<file path="config.mk">
export PLATFORM = sky130hd
export DESIGN_NAME = cart_bank_ctrl
export DESIGN_NICKNAME = d
export VERILOG_FILES = /design/src/rtl/cbc_pkg.sv /design/src/rtl/cbc_wr_decode.sv /design/src/rtl/cbc_bank_regs.sv /design/src/rtl/cbc_rom_fold.sv /design/src/rtl/cart_bank_ctrl.sv
export SDC_FILE = /design/constraint.sdc
export NUM_CORES = 1
export LEC_CHECK = 0
export BUFFER_PORTS_ARGS = -buffer_cell sky130_fd_sc_hd__buf_4
export CORE_MARGIN = 3
export CORE_UTILIZATION = 32
export DETAILED_ROUTE_END_ITERATION = 10
export GPL_TIMING_DRIVEN = 0
export HOLD_SLACK_MARGIN = 0.02
export PLACE_DENSITY_LB_ADDON = 0.05
export SYNTH_ARGS = -nofsm -noshare
export SYNTH_HDL_FRONTEND = slang
export SYNTH_SLANG_ARGS = --single-unit
</file>
<file path="constraint.sdc">
create_clock -name clk -period 1.8 [get_ports clk]
set_input_delay 0.36 -clock clk [delete_from_list [all_inputs] [get_ports clk]]
set_output_delay 0.36 -clock clk [all_outputs]
set_load 0.05 [all_outputs]
</file>
<file path="src/rtl/cbc_pkg.sv">
package cbc_pkg;

  // Field widths of the bank state
  localparam int LO_W      = 5;
  localparam int SEC_W     = 2;
  localparam int ROM_BANK_W = LO_W + SEC_W;

  // Data codes in the RAM access region
  localparam logic [7:0] RAM_UNLOCK = 8'h0A;
  localparam logic [7:0] RAM_LOCK   = 8'h00;

  // Region index carried by address bits 14:13 (bit 15 low)
  typedef enum logic [1:0] {
    RGN_RAM_ACC = 2'd0,
    RGN_ROM_LO  = 2'd1,
    RGN_SECOND  = 2'd2,
    RGN_MODE    = 2'd3
  } region_e;

  typedef struct packed {
    logic ram_acc;
    logic rom_lo;
    logic second;
    logic mode;
  } wr_hit_t;

  typedef struct packed {
    logic             ram_en;
    logic             mode;
    logic [SEC_W-1:0] ram;
    logic [SEC_W-1:0] hi;
    logic [LO_W-1:0]  lo;
  } bank_state_t;

  localparam bank_state_t STATE_RESET = '{
    ram_en: 1'b0, mode: 1'b0, ram: '0, hi: '0, lo: LO_W'(1)
  };

endpackage

</file>
<file path="src/rtl/cbc_wr_decode.sv">
module cbc_wr_decode
  import cbc_pkg::*;
#(
  parameter int ADDR_W = 16
) (
  input  logic              wr_en,
  input  logic [ADDR_W-1:0] wr_addr,
  output wr_hit_t           hit
);

  localparam int NUM_RGN = 4;

  logic              in_ctrl_space;
  logic [1:0]        rgn_sel;
  logic [NUM_RGN-1:0] rgn_vec;

  assign in_ctrl_space = wr_en && !wr_addr[ADDR_W-1];
  assign rgn_sel       = wr_addr[ADDR_W-2:ADDR_W-3];

  for (genvar g = 0; g < NUM_RGN; g++) begin : g_rgn
    assign rgn_vec[g] = in_ctrl_space && (rgn_sel == 2'(g));
  end

  assign hit.ram_acc = rgn_vec[RGN_RAM_ACC];
  assign hit.rom_lo  = rgn_vec[RGN_ROM_LO];
  assign hit.second  = rgn_vec[RGN_SECOND];
  assign hit.mode    = rgn_vec[RGN_MODE];

endmodule

</file>
<file path="src/rtl/cbc_bank_regs.sv">
module cbc_bank_regs
  import cbc_pkg::*;
#(
  parameter int DATA_W = 8
) (
  input  logic              clk,
  input  logic              rst_n,
  input  wr_hit_t           hit,
  input  logic [DATA_W-1:0] wr_data,
  output bank_state_t       st_nxt,
  output bank_state_t       st_q
);

  logic [LO_W-1:0]  lo_field;
  logic [SEC_W-1:0] sec_field;

  assign lo_field  = wr_data[LO_W-1:0];
  assign sec_field = wr_data[SEC_W-1:0];

  always_comb begin
    st_nxt = st_q;
    if (hit.ram_acc) begin
      if (wr_data == DATA_W'(RAM_UNLOCK))
        st_nxt.ram_en = 1'b1;
      else if (wr_data == DATA_W'(RAM_LOCK))
        st_nxt.ram_en = 1'b0;
    end
    if (hit.rom_lo) begin
      st_nxt.lo = (lo_field == '0) ? LO_W'(1) : lo_field;
    end
    if (hit.second) begin
      if (st_q.mode)
        st_nxt.ram = sec_field;
      else
        st_nxt.hi = sec_field;
    end
    if (hit.mode) begin
      st_nxt.mode = wr_data[0];
      if (wr_data[0])
        st_nxt.hi = '0;
      else
        st_nxt.ram = '0;
    end
  end

  always_ff @(posedge clk or negedge rst_n) begin
    if (!rst_n) st_q <= STATE_RESET;
    else        st_q <= st_nxt;
  end


  ram_en_hold_chk: assert property (@(posedge clk) disable iff (!rst_n)
    !hit.ram_acc |=> $stable(st_q.ram_en));


  lo_nonzero_chk: assert property (@(posedge clk) disable iff (!rst_n)
    st_q.lo != '0);


  mode1_hi_clear_chk: assert property (@(posedge clk) disable iff (!rst_n)
    st_q.mode |-> st_q.hi == '0);


  mode0_ram_clear_chk: assert property (@(posedge clk) disable iff (!rst_n)
    !st_q.mode |-> st_q.ram == '0);


  mode1_rom_keep_chk: assert property (@(posedge clk) disable iff (!rst_n)
    (hit.second && st_q.mode && !hit.mode && !hit.rom_lo) |=> $stable({st_q.hi, st_q.lo}));

endmodule

</file>
<file path="src/rtl/cbc_rom_fold.sv">
module cbc_rom_fold #(
  parameter int BANK_W = 7,
  parameter int SIZE_W = 3
) (
  input  logic [BANK_W-1:0] bank_req,
  input  logic [SIZE_W-1:0] size_log2,
  output logic [BANK_W-1:0] bank_fold
);

  // Bit i survives only if the fitted bank count exceeds 2^i
  for (genvar i = 0; i < BANK_W; i++) begin : g_bit
    assign bank_fold[i] = bank_req[i] && (32'(size_log2) > i);
  end

endmodule

</file>
<file path="src/rtl/cart_bank_ctrl.sv">
module cart_bank_ctrl
  import cbc_pkg::*;
#(
  parameter int ADDR_W = 16,
  parameter int DATA_W = 8,
  parameter int SIZE_W = $clog2(ROM_BANK_W + 1)
) (
  input  logic                  clk,
  input  logic                  rst_n,
  input  logic                  wr_en,
  input  logic [ADDR_W-1:0]     wr_addr,
  input  logic [DATA_W-1:0]     wr_data,
  input  logic [SIZE_W-1:0]     rom_size_log2,
  output logic [ROM_BANK_W-1:0] rom_bank,
  output logic [SEC_W-1:0]      ram_bank,
  output logic                  ram_en
);

  wr_hit_t               hit;
  bank_state_t           st_nxt;
  bank_state_t           st_q;
  logic [ROM_BANK_W-1:0] rom_req;
  logic [ROM_BANK_W-1:0] rom_fold;

  cbc_wr_decode #(.ADDR_W(ADDR_W)) u_decode (
    .wr_en   (wr_en),
    .wr_addr (wr_addr),
    .hit     (hit)
  );

  cbc_bank_regs #(.DATA_W(DATA_W)) u_regs (
    .clk     (clk),
    .rst_n   (rst_n),
    .hit     (hit),
    .wr_data (wr_data),
    .st_nxt  (st_nxt),
    .st_q    (st_q)
  );

  assign rom_req = {st_nxt.hi, st_nxt.lo};

  cbc_rom_fold #(.BANK_W(ROM_BANK_W), .SIZE_W(SIZE_W)) u_fold (
    .bank_req  (rom_req),
    .size_log2 (rom_size_log2),
    .bank_fold (rom_fold)
  );

  always_ff @(posedge clk or negedge rst_n) begin
    if (!rst_n) begin
      rom_bank <= ROM_BANK_W'(1);
      ram_bank <= '0;
      ram_en   <= 1'b0;
    end else begin
      rom_bank <= rom_fold;
      ram_bank <= st_nxt.ram;
      ram_en   <= st_nxt.ram_en;
    end
  end


  no_write_state_chk: assert property (@(posedge clk) disable iff (!rst_n)
    (!wr_en || wr_addr[ADDR_W-1]) |=> $stable(st_q));


  rom_in_range_chk: assert property (@(posedge clk) disable iff (!rst_n)
    rst_n |=> (({1'b0, rom_bank} >> $past(rom_size_log2)) == '0));


  ram_out_track_chk: assert property (@(posedge clk) disable iff (!rst_n)
    rst_n |=> (ram_bank == st_q.ram) && (ram_en == st_q.ram_en));

endmodule

</file>
# Word-level counts from Yosys, hierarchy flattened
# Index checks and enable logic that the tools add are counted.
classes:
  eq_ne: 4
  order_cmp: 7
  muxes: 10
  n_reduce_logical: 18
ops:
  columns: ["op", "n"]
  rows:
  - ["$logic_and 1x1->1", 12]
  - ["$mux 5", 2]
  - ["$gt 3x3->1 const B", 3]
  - ["$eq 8x4->1 const B", 1]
  - ["$logic_not 8->1", 1]
  - ["$mux 2", 4]
  - ["$mux 4", 2]
  - ["$gt 3x1->1 const B", 2]
  - ["$gt 3x2->1 const B", 2]
  - ["$logic_not 5->1", 1]
  - ["$eq 2x2->1 const B", 2]
  - ["$eq 2x1->1 const B", 1]
  - ["$logic_not 2->1", 1]
  - ["$mux 1", 2]
  - ["$reduce_and 2->1", 1]
  - ["$reduce_bool 2->1", 1]
  - ["$logic_not 1->1", 1]
totals:
  regBits: 18
  out_inout_bits: 10
  input_bits: 30

# Logic depth before layout (Yosys ltp)
# Gate-level depths: netlist of run 1.
logic_depth:
  depth_word: 7
  mapped_depth: 5
  ltp_nobuf: 4

# Hierarchy
# A second synthesis of run 1 with hierarchy kept.
hier_totals:
  cells_unflattened: 60
  hier_area_um2: 830.8
modules_own_cells:
  columns: ["module", "seq_area_each_um2", "n_inst", "cells_per_inst", "area_per_inst_um2"]
  rows:
  - ["cbc_bank_regs", 276.5, 1, 38, 466.7]
  - ["cart_bank_ctrl", 251.5, 1, 10, 251.5]
  - ["cbc_rom_fold", 0.0, 1, 8, 62.6]
  - ["cbc_wr_decode", 0.0, 1, 4, 50.0]

# Worst setup path before layout of run 1
# No wires, ideal clock.
synth_timing:
  kind: "input to register"
  from: "in wr_addr[14]"
  to: "reg rom_bank[3]"
  t_required_ps: 1683
  arrival_ps: 1287
  setup_slack_ps: 396
  setup_ps: 117
  path_stages: 5
  path_cell_list: "nor3b_2 and2_4 buf_6 mux2_4 and2_4"
synth_lines:
  columns: ["element", "line", "source"]
  rows:
  - ["start: declaration", "cart_bank_ctrl.sv:11", "input logic [ADDR_W-1:0] wr_addr,"]
  - ["end signal: assignment", "cart_bank_ctrl.sv:54", "rom_bank <= rom_fold;"]
  - ["end: declaration", "cart_bank_ctrl.sv:14", "output logic [ROM_BANK_W-1:0] rom_bank,"]

==> results of run 1 <==
==> where the power goes <==
group | internal [mW] | total, mW | leakage [nW] | switching [mW]
Sequential | 0.469 | 0.494 | 0.221 | 0.0250
Clock | 0.0861 | 0.207 | 0.0150 | 0.121
Combinational | 0.129 | 0.296 | 0.277 | 0.168
Total | 0.684 | 0.997 | 0.513 | 0.314
==> cells in the mapped netlist <==
| library cell | n |
|---|---|
| buf_4 | 2 |
| nand2_1 | 5 |
| nor2_1 | 6 |
| and2_4 | 2 |
| nor3b_1 | 1 |
| and3b_2 | 1 |
| nor2b_1 | 1 |
| a21oi_1 | 2 |
| o21ai_0 | 5 |
| o211a_1 | 1 |
| a21boi_0 | 1 |
| a211oi_1 | 1 |
| and3_1 | 1 |
| dfstp_2 | 2 |
| mux2_4 | 4 |
| nand4b_1 | 1 |
| nor3_1 | 2 |
| buf_6 | 1 |
| nor3b_2 | 1 |
| and2_1 | 2 |
| a21o_1 | 1 |
| nand3b_1 | 1 |
| nor4_1 | 2 |
| a31oi_1 | 1 |
| dfrtp_1 | 16 |
| a32o_1 | 1 |
| o21a_1 | 1 |
| o221a_2 | 1 |
| a41oi_1 | 1 |
| and4_1 | 1 |
==> path summary, 6_finish.rpt <==
path	start	endpoint	slack, ps	depth (start not counted)
max	u_regs.st_q[8]	ram_bank[1]	440	2
min	wr_addr[13]	u_regs.st_q[8]	320	2
max reg2reg	u_regs.st_q[9]	rom_bank[5]	480	4
min reg2reg	u_regs.st_q[2]	u_regs.st_q[2]	500	1
max in group asynchronous	rst_n	rom_bank[0]	1070	2
min in group asynchronous	rst_n	u_regs.st_q[9]	460	2
==> layer usage <==
metal  share of wire  vias up  global-route usage
met1            0.48      308               0.153
met2            0.45       18               0.182
met4          0.0083        0              0.0305
met5               0        -                   0
li1                -      310                   -
met3           0.063        2              0.0414
==> logic make-up (layout without fill, tap and decap cells) <==
kind of cell    count (synthesis)  after routing  synth area share
buf+inv                         3             34            0.0324
compound gates                 16             16             0.137
simple gates                   27             27             0.199
mux                             4              4            0.0740
flops                          18             18             0.558
==> stage by stage <==
step	instances	setup WS, ps	util	hold WS [ps]
after floorplan	68	396	-	64.4
after global placement	122	197	0.450	245
after detailed placement	122	186	0.450	248
after CTS	127	421	0.465	316
after global routing	127	354	0.465	324
final	127	439	0.465	324
==> cell type report <==
class / count / area, sq um
fill: 230 / 1240
sequential: 18 / 453
multi-input combinational: 47 / 333
timing repair buffer: 27 / 205
tap: 28 / 35.0
clock buffer: 4 / 26.3
buffer: 3 / 26.3
==> worst max-delay path: stages, from the launching register on <==
cell and delay (ps):
dfrtp_1 400, buf_4 130, buf_4 180
==> sequential cells by signal (all words and copies together) (netlist names) <==
register     flops
rom_bank         7
u_regs.st_q     11
==> impl_metrics.env, run 1 <==
export IMPL_drt_iter0_drc=1
export IMPL_worst_ep_required_time_ps=1440
export IMPL_vias_per_cell=5.02
export IMPL_total_power_mw=0.997
export IMPL_ys_warn_count=0
export IMPL_area_delta_synth_final_pct=32.8
export IMPL_io_buffers=26
export IMPL_drt_wl_total_um=1690
export IMPL_wire_per_inst_um=13.3
export IMPL_numCtsBuffers=3
export IMPL_grt_usage=0.117
export IMPL_grt_pass1_vias=638
export IMPL_power_density_mw_per_mm2=925
export IMPL_p_leak_nw=0.513
export IMPL_fin_nets=130
export IMPL_vias=638
export IMPL_core_area_sq_mm=0.00232
export IMPL_avgSynthCellArea_sq_um=11.9
export IMPL_final_setup_viol_count=0
export IMPL_grt_pass1_wl_um=2900
export IMPL_post_dp_cell_area_sq_mm=0.00104
export IMPL_synth_top_area_frac=0.493
export IMPL_hold_viol_final=0
export IMPL_synthCells=68
export IMPL_period_needed_ps=1360
export IMPL_place_gp_congestion=0.713
export IMPL_drv_slew=0
export IMPL_io_pin_count=40
export IMPL_drc_errors=0
export IMPL_path_max_fanout=3
export IMPL_critPathKind="register to primary output"
export IMPL_cts_max_level=1
export IMPL_dieHeight_um=56.4
export IMPL_dr_pass1_iters=2
export IMPL_die_area_sq_mm=0.00318
export IMPL_outcome="finished, final reports clean"
export IMPL_clock_sinks=18
export IMPL_finalCritPeriodShare=0.756
export IMPL_clock_latency_ps=290
export IMPL_die_x_um=56.4
export IMPL_mostFrequentLayoutCell="buf_4"
export IMPL_fin_tns_setup_ps=0
export IMPL_clock_skew_ps=0.611
export IMPL_initial_core_util=0.350
export IMPL_cts_tree="built"
export IMPL_clockBufferDepth=2
export IMPL_design_area_sq_mm=0.00108
export IMPL_cts_root_buf="clkbuf_4"
export IMPL_cts_hold_fix_buffers=1
export IMPL_diodes=0
export IMPL_dp_hpwl_um=1250
export IMPL_drive_gt1_frac=0.434
export IMPL_post_synth_top_area_cell="dfrtp_1"
export IMPL_vdd_drop_max_mv=0.531
export IMPL_yosysSeqAreaShare=0.558
export IMPL_max_freq_ghz=0.735
export IMPL_netlist_area_sq_um=812
export IMPL_grt_start_max_net_pins=19
export IMPL_ys_seq_elements=18
export IMPL_drv_cap=0
export IMPL_cts_setup_buffers=0
export IMPL_synth_area_leaders="dfrtp_1, mux2_4, dfstp_2, o21ai_0, nor2_1"
export IMPL_drtAntennaViolNets=0
export IMPL_ys_types=30
export IMPL_crit_arrival_ps=1000
export IMPL_post_cts_resized=0
export IMPL_hp_class="input port to register"
export IMPL_crit_path_start_kind="register"
export IMPL_overflow=0
export IMPL_worstMarginPinSlew_ps=354
export IMPL_mostFrequentLayoutCells="buf_4, dfrtp_1, nor2_1, o21ai_0, nand2_1"
export IMPL_cp_end_kind="primary output"
export IMPL_cts_clk_slew_worst_paths_ps=100
export IMPL_max_slew_margin=0.762
export IMPL_rsz0062_at_grt="false"
export IMPL_row_count=17
export IMPL_antenna_found_initial=0
export IMPL_synth_nets=98
Note: power is estimated with default switching activity, not from simulation.
==> inputs of run 2 (changes only) <==
ABC_AREA = 1   (was default)
clock period = 1.43 ns   (was 1.8 ns; I/O delays follow)
==> run 2 against run 1 <==
Against the previous run:
- critical path depth decreased by 1
- clock power grew 52%
- global-route usage rose by 0.11 points
- flip-flop and latch count unchanged
- routed wire length rose by 5.7%
- combinational power grew 49%
- setup slack lost 300 ps
- first-iteration DRC count grew to 13 times the previous value
- non-clock buffer count down 1
- final area grew 7.2%
- cell count rose by 39%
- critical endpoint is now rom_bank[0]
==> impl_metrics.env, run 2 <==
export IMPL_cp_end_kind="primary output"
export IMPL_largest_register="u_regs.st_q"
export IMPL_grt_usage=0.118
export IMPL_r2r_slack_ps=510
export IMPL_combPwrFrac=0.317
export IMPL_ys_seq_elements=18
export IMPL_drc_errors=0
export IMPL_io_buffers=26
export IMPL_fin_nets=177
export IMPL_core_area_sq_mm=0.00254
export IMPL_clock_sinks=18
export IMPL_cpPeakStageDelay_ps=530
export IMPL_dr_pass1_iters=4
export IMPL_critPathCapture="rom_bank[0]"
export IMPL_synth_top_area_frac=0.456
export IMPL_crit_path_start_kind="register"
export IMPL_drv_cap=0
export IMPL_sequentialPowerShare=0.457
export IMPL_synth_area_leaders="dfrtp_1, nand2_1, inv_1, nor2_1, dfstp_2"
export IMPL_crit_path_start="rom_bank[0]"
export IMPL_die_x_um=58.4
export IMPL_mostFrequentLayoutCells="nand2_1, buf_4, inv_1, nor2_1, dfrtp_1"
export IMPL_r2r_start="u_regs.st_q[9]"
export IMPL_post_dp_cell_area_sq_mm=0.00111
export IMPL_drtAntennaViolNets=0
export IMPL_hold_viol_final=0
export IMPL_synth_edf_count=0
export IMPL_drv_slew=0
export IMPL_total_power_mw=1.39
export IMPL_drive_gt1_frac=0.253
export IMPL_path_buf_inv=1
export IMPL_cts_hold_fix_buffers=1
export IMPL_die_area_sq_mm=0.00341
export IMPL_place_gp_congestion=0.743
export IMPL_drt_iter0_drc=13
export IMPL_vias=769
export IMPL_path_delay_family="flip-flops"
export IMPL_synthArstFlopShare=1.00
export IMPL_path_max_fanout=1
export IMPL_grt_start_max_net_pins=19
export IMPL_cts_root_buf="clkbuf_4"
export IMPL_wire_per_inst_um=10.1
export IMPL_design_area_sq_mm=0.00116
export IMPL_finalCritPeriodShare=0.904
export IMPL_r2r_end="rom_bank[6]"
export IMPL_ys_warn_count=0
export IMPL_row_count=18
export IMPL_antenna_found_initial=0
export IMPL_synth_nets=145
export IMPL_critPathKind="register to primary output"
export IMPL_synthCells=115
export IMPL_cts_setup_buffers=0
export IMPL_drt_wl_total_um=1780
export IMPL_power_frac_clock=0.226
export IMPL_rsz0062_at_grt="false"
export IMPL_numCtsBuffers=3
export IMPL_worst_ep_required_time_ps=1140
export IMPL_crit_chain="buf_4"
export IMPL_ys_types=21
export IMPL_fin_tns_setup_ps=0
export IMPL_avgSynthCellArea_sq_um=7.63
export IMPL_initial_core_util=0.345
export IMPL_max_slew_margin=0.806
export IMPL_largest_reg_flops=11
export IMPL_reg2reg_depth=6
export IMPL_cts_max_level=1
export IMPL_yosysSeqAreaShare=0.516
export IMPL_io_pin_count=40
export IMPL_reg_top3="u_regs.st_q x11, rom_bank x7"
export IMPL_vias_per_cell=4.37
export IMPL_p_leak_nw=0.643
export IMPL_crit_arrival_ps=1010
export IMPL_dp_hpwl_um=1410
export IMPL_power_switching_mw=0.473
export IMPL_power_density_mw_per_mm2=1210
export IMPL_cts_clk_slew_worst_paths_ps=110
export IMPL_dieHeight_um=58.4
export IMPL_cts_tree="built"
export IMPL_final_setup_viol_count=0
export IMPL_overflow=0
export IMPL_clock_skew_ps=4.03
export IMPL_worstMarginPinSlew_ps=288
export IMPL_post_synth_top_area_cell="dfrtp_1"
export IMPL_outcome="finished, final reports clean"
export IMPL_cpMaxStageDelayCell="dfstp_2"
export IMPL_p_int_mw=0.920
export IMPL_clock_latency_ps=290
export IMPL_diodes=0
export IMPL_netlist_area_sq_um=877
export IMPL_synth_main_ff_cell="dfrtp_1"
export IMPL_synthTopCellsByCount="nand2_1, inv_1, nor2_1"
export IMPL_synth_most_common_cell="nand2_1"
export IMPL_clockBufferDepth=2
export IMPL_grt_pass1_wl_um=3030
export IMPL_vdd_drop_max_mv=0.907
export IMPL_max_freq_ghz=0.773
export IMPL_grt_pass1_vias=720
export IMPL_crit_cells=1
export IMPL_area_delta_synth_final_pct=31.8
export IMPL_post_cts_resized=0
export IMPL_hp_class="input port to register"
export IMPL_switching_share=0.340
export IMPL_period_needed_ps=1290
## run 2: cell count changes in the layout (fill, tap and decap cells not counted), sizes merged, moves of 2 or more
cell | previous run | this run
mux2 | 4 | 0
nor4 | 2 | 0
nor2 | 6 | 21
and2 | 4 | 1
nand3 | 0 | 5
nor3b | 2 | 0
inv | 0 | 23
nand2 | 5 | 28
## run 2: layout make-up
type,instances,area [sq um]
plain buffers,2,15.0
clock buffers,4,36.3
fillers,263,1390
inverters,24,90.1
multi-input cells,71,319
flip-flops and latches,18,453
well taps,30,37.5
repair buffers,27,205
## run 2: worst min path at each step
stage                     from         endpoint  slack [ps]  cells past startpoint
floorplan                rst_n      rom_bank[1]         -10                      0
global placement         rst_n   u_regs.st_q[7]         180                      1
detailed placement       rst_n  u_regs.st_q[10]         170                      1
CTS                 wr_data[4]   u_regs.st_q[4]         230                      3
global route        wr_data[0]   u_regs.st_q[7]         240                      2
finish              wr_data[2]   u_regs.st_q[2]         240                      3
## run 2: kinds of logic (layout without fill, tap and decap cells)
group                  Yosys count  count (layout)  share of synthesized area
and+or+nand+nor                 63              63                      0.312
buffers and inverters           26              57                      0.120
AOI/OAI and AO/OA                8               8                     0.0514
DFF                             18              18                      0.516
## run 2: power groups by stage
stage	Clock (mW)	Sequential [mW]	Combinational (mW)
2_1_floorplan	0	0.738	0.204
4_1_cts	0.331	0.638	0.450
3_3_place_gp	0	0.645	0.444
6_report	0.315	0.636	0.442
5_1_grt	0.351	0.647	0.492
3_5_place_dp	0	0.647	0.446
## run 2: worst register-to-register path, delay by kind of cell (launching register included)
kind,cells,cell delay (ps)
and+or+nand+nor,5,360
DFF,1,430
buffers and inverters,1,40
## run 2: per-layer routing
layer,vias up,GRT usage,routed length [um]
met4,0,0.0298,15
met1,338,0.149,796
met2,21,0.191,854
met5,-,0,0
met3,2,0.0417,115
li1,408,-,-
## run 2: through the flow
step / hold slack, ps / utilization / instances / setup slack, ps
2_1_floorplan: -9.59 / - / 115 / 488
3_3_place_gp: 175 / 0.436 / 171 / 266
3_5_place_dp: 174 / 0.436 / 171 / 269
4_1_cts: 235 / 0.454 / 176 / 118
5_1_grt: 237 / 0.454 / 176 / 87.0
6_report: 240 / 0.454 / 176 / 137
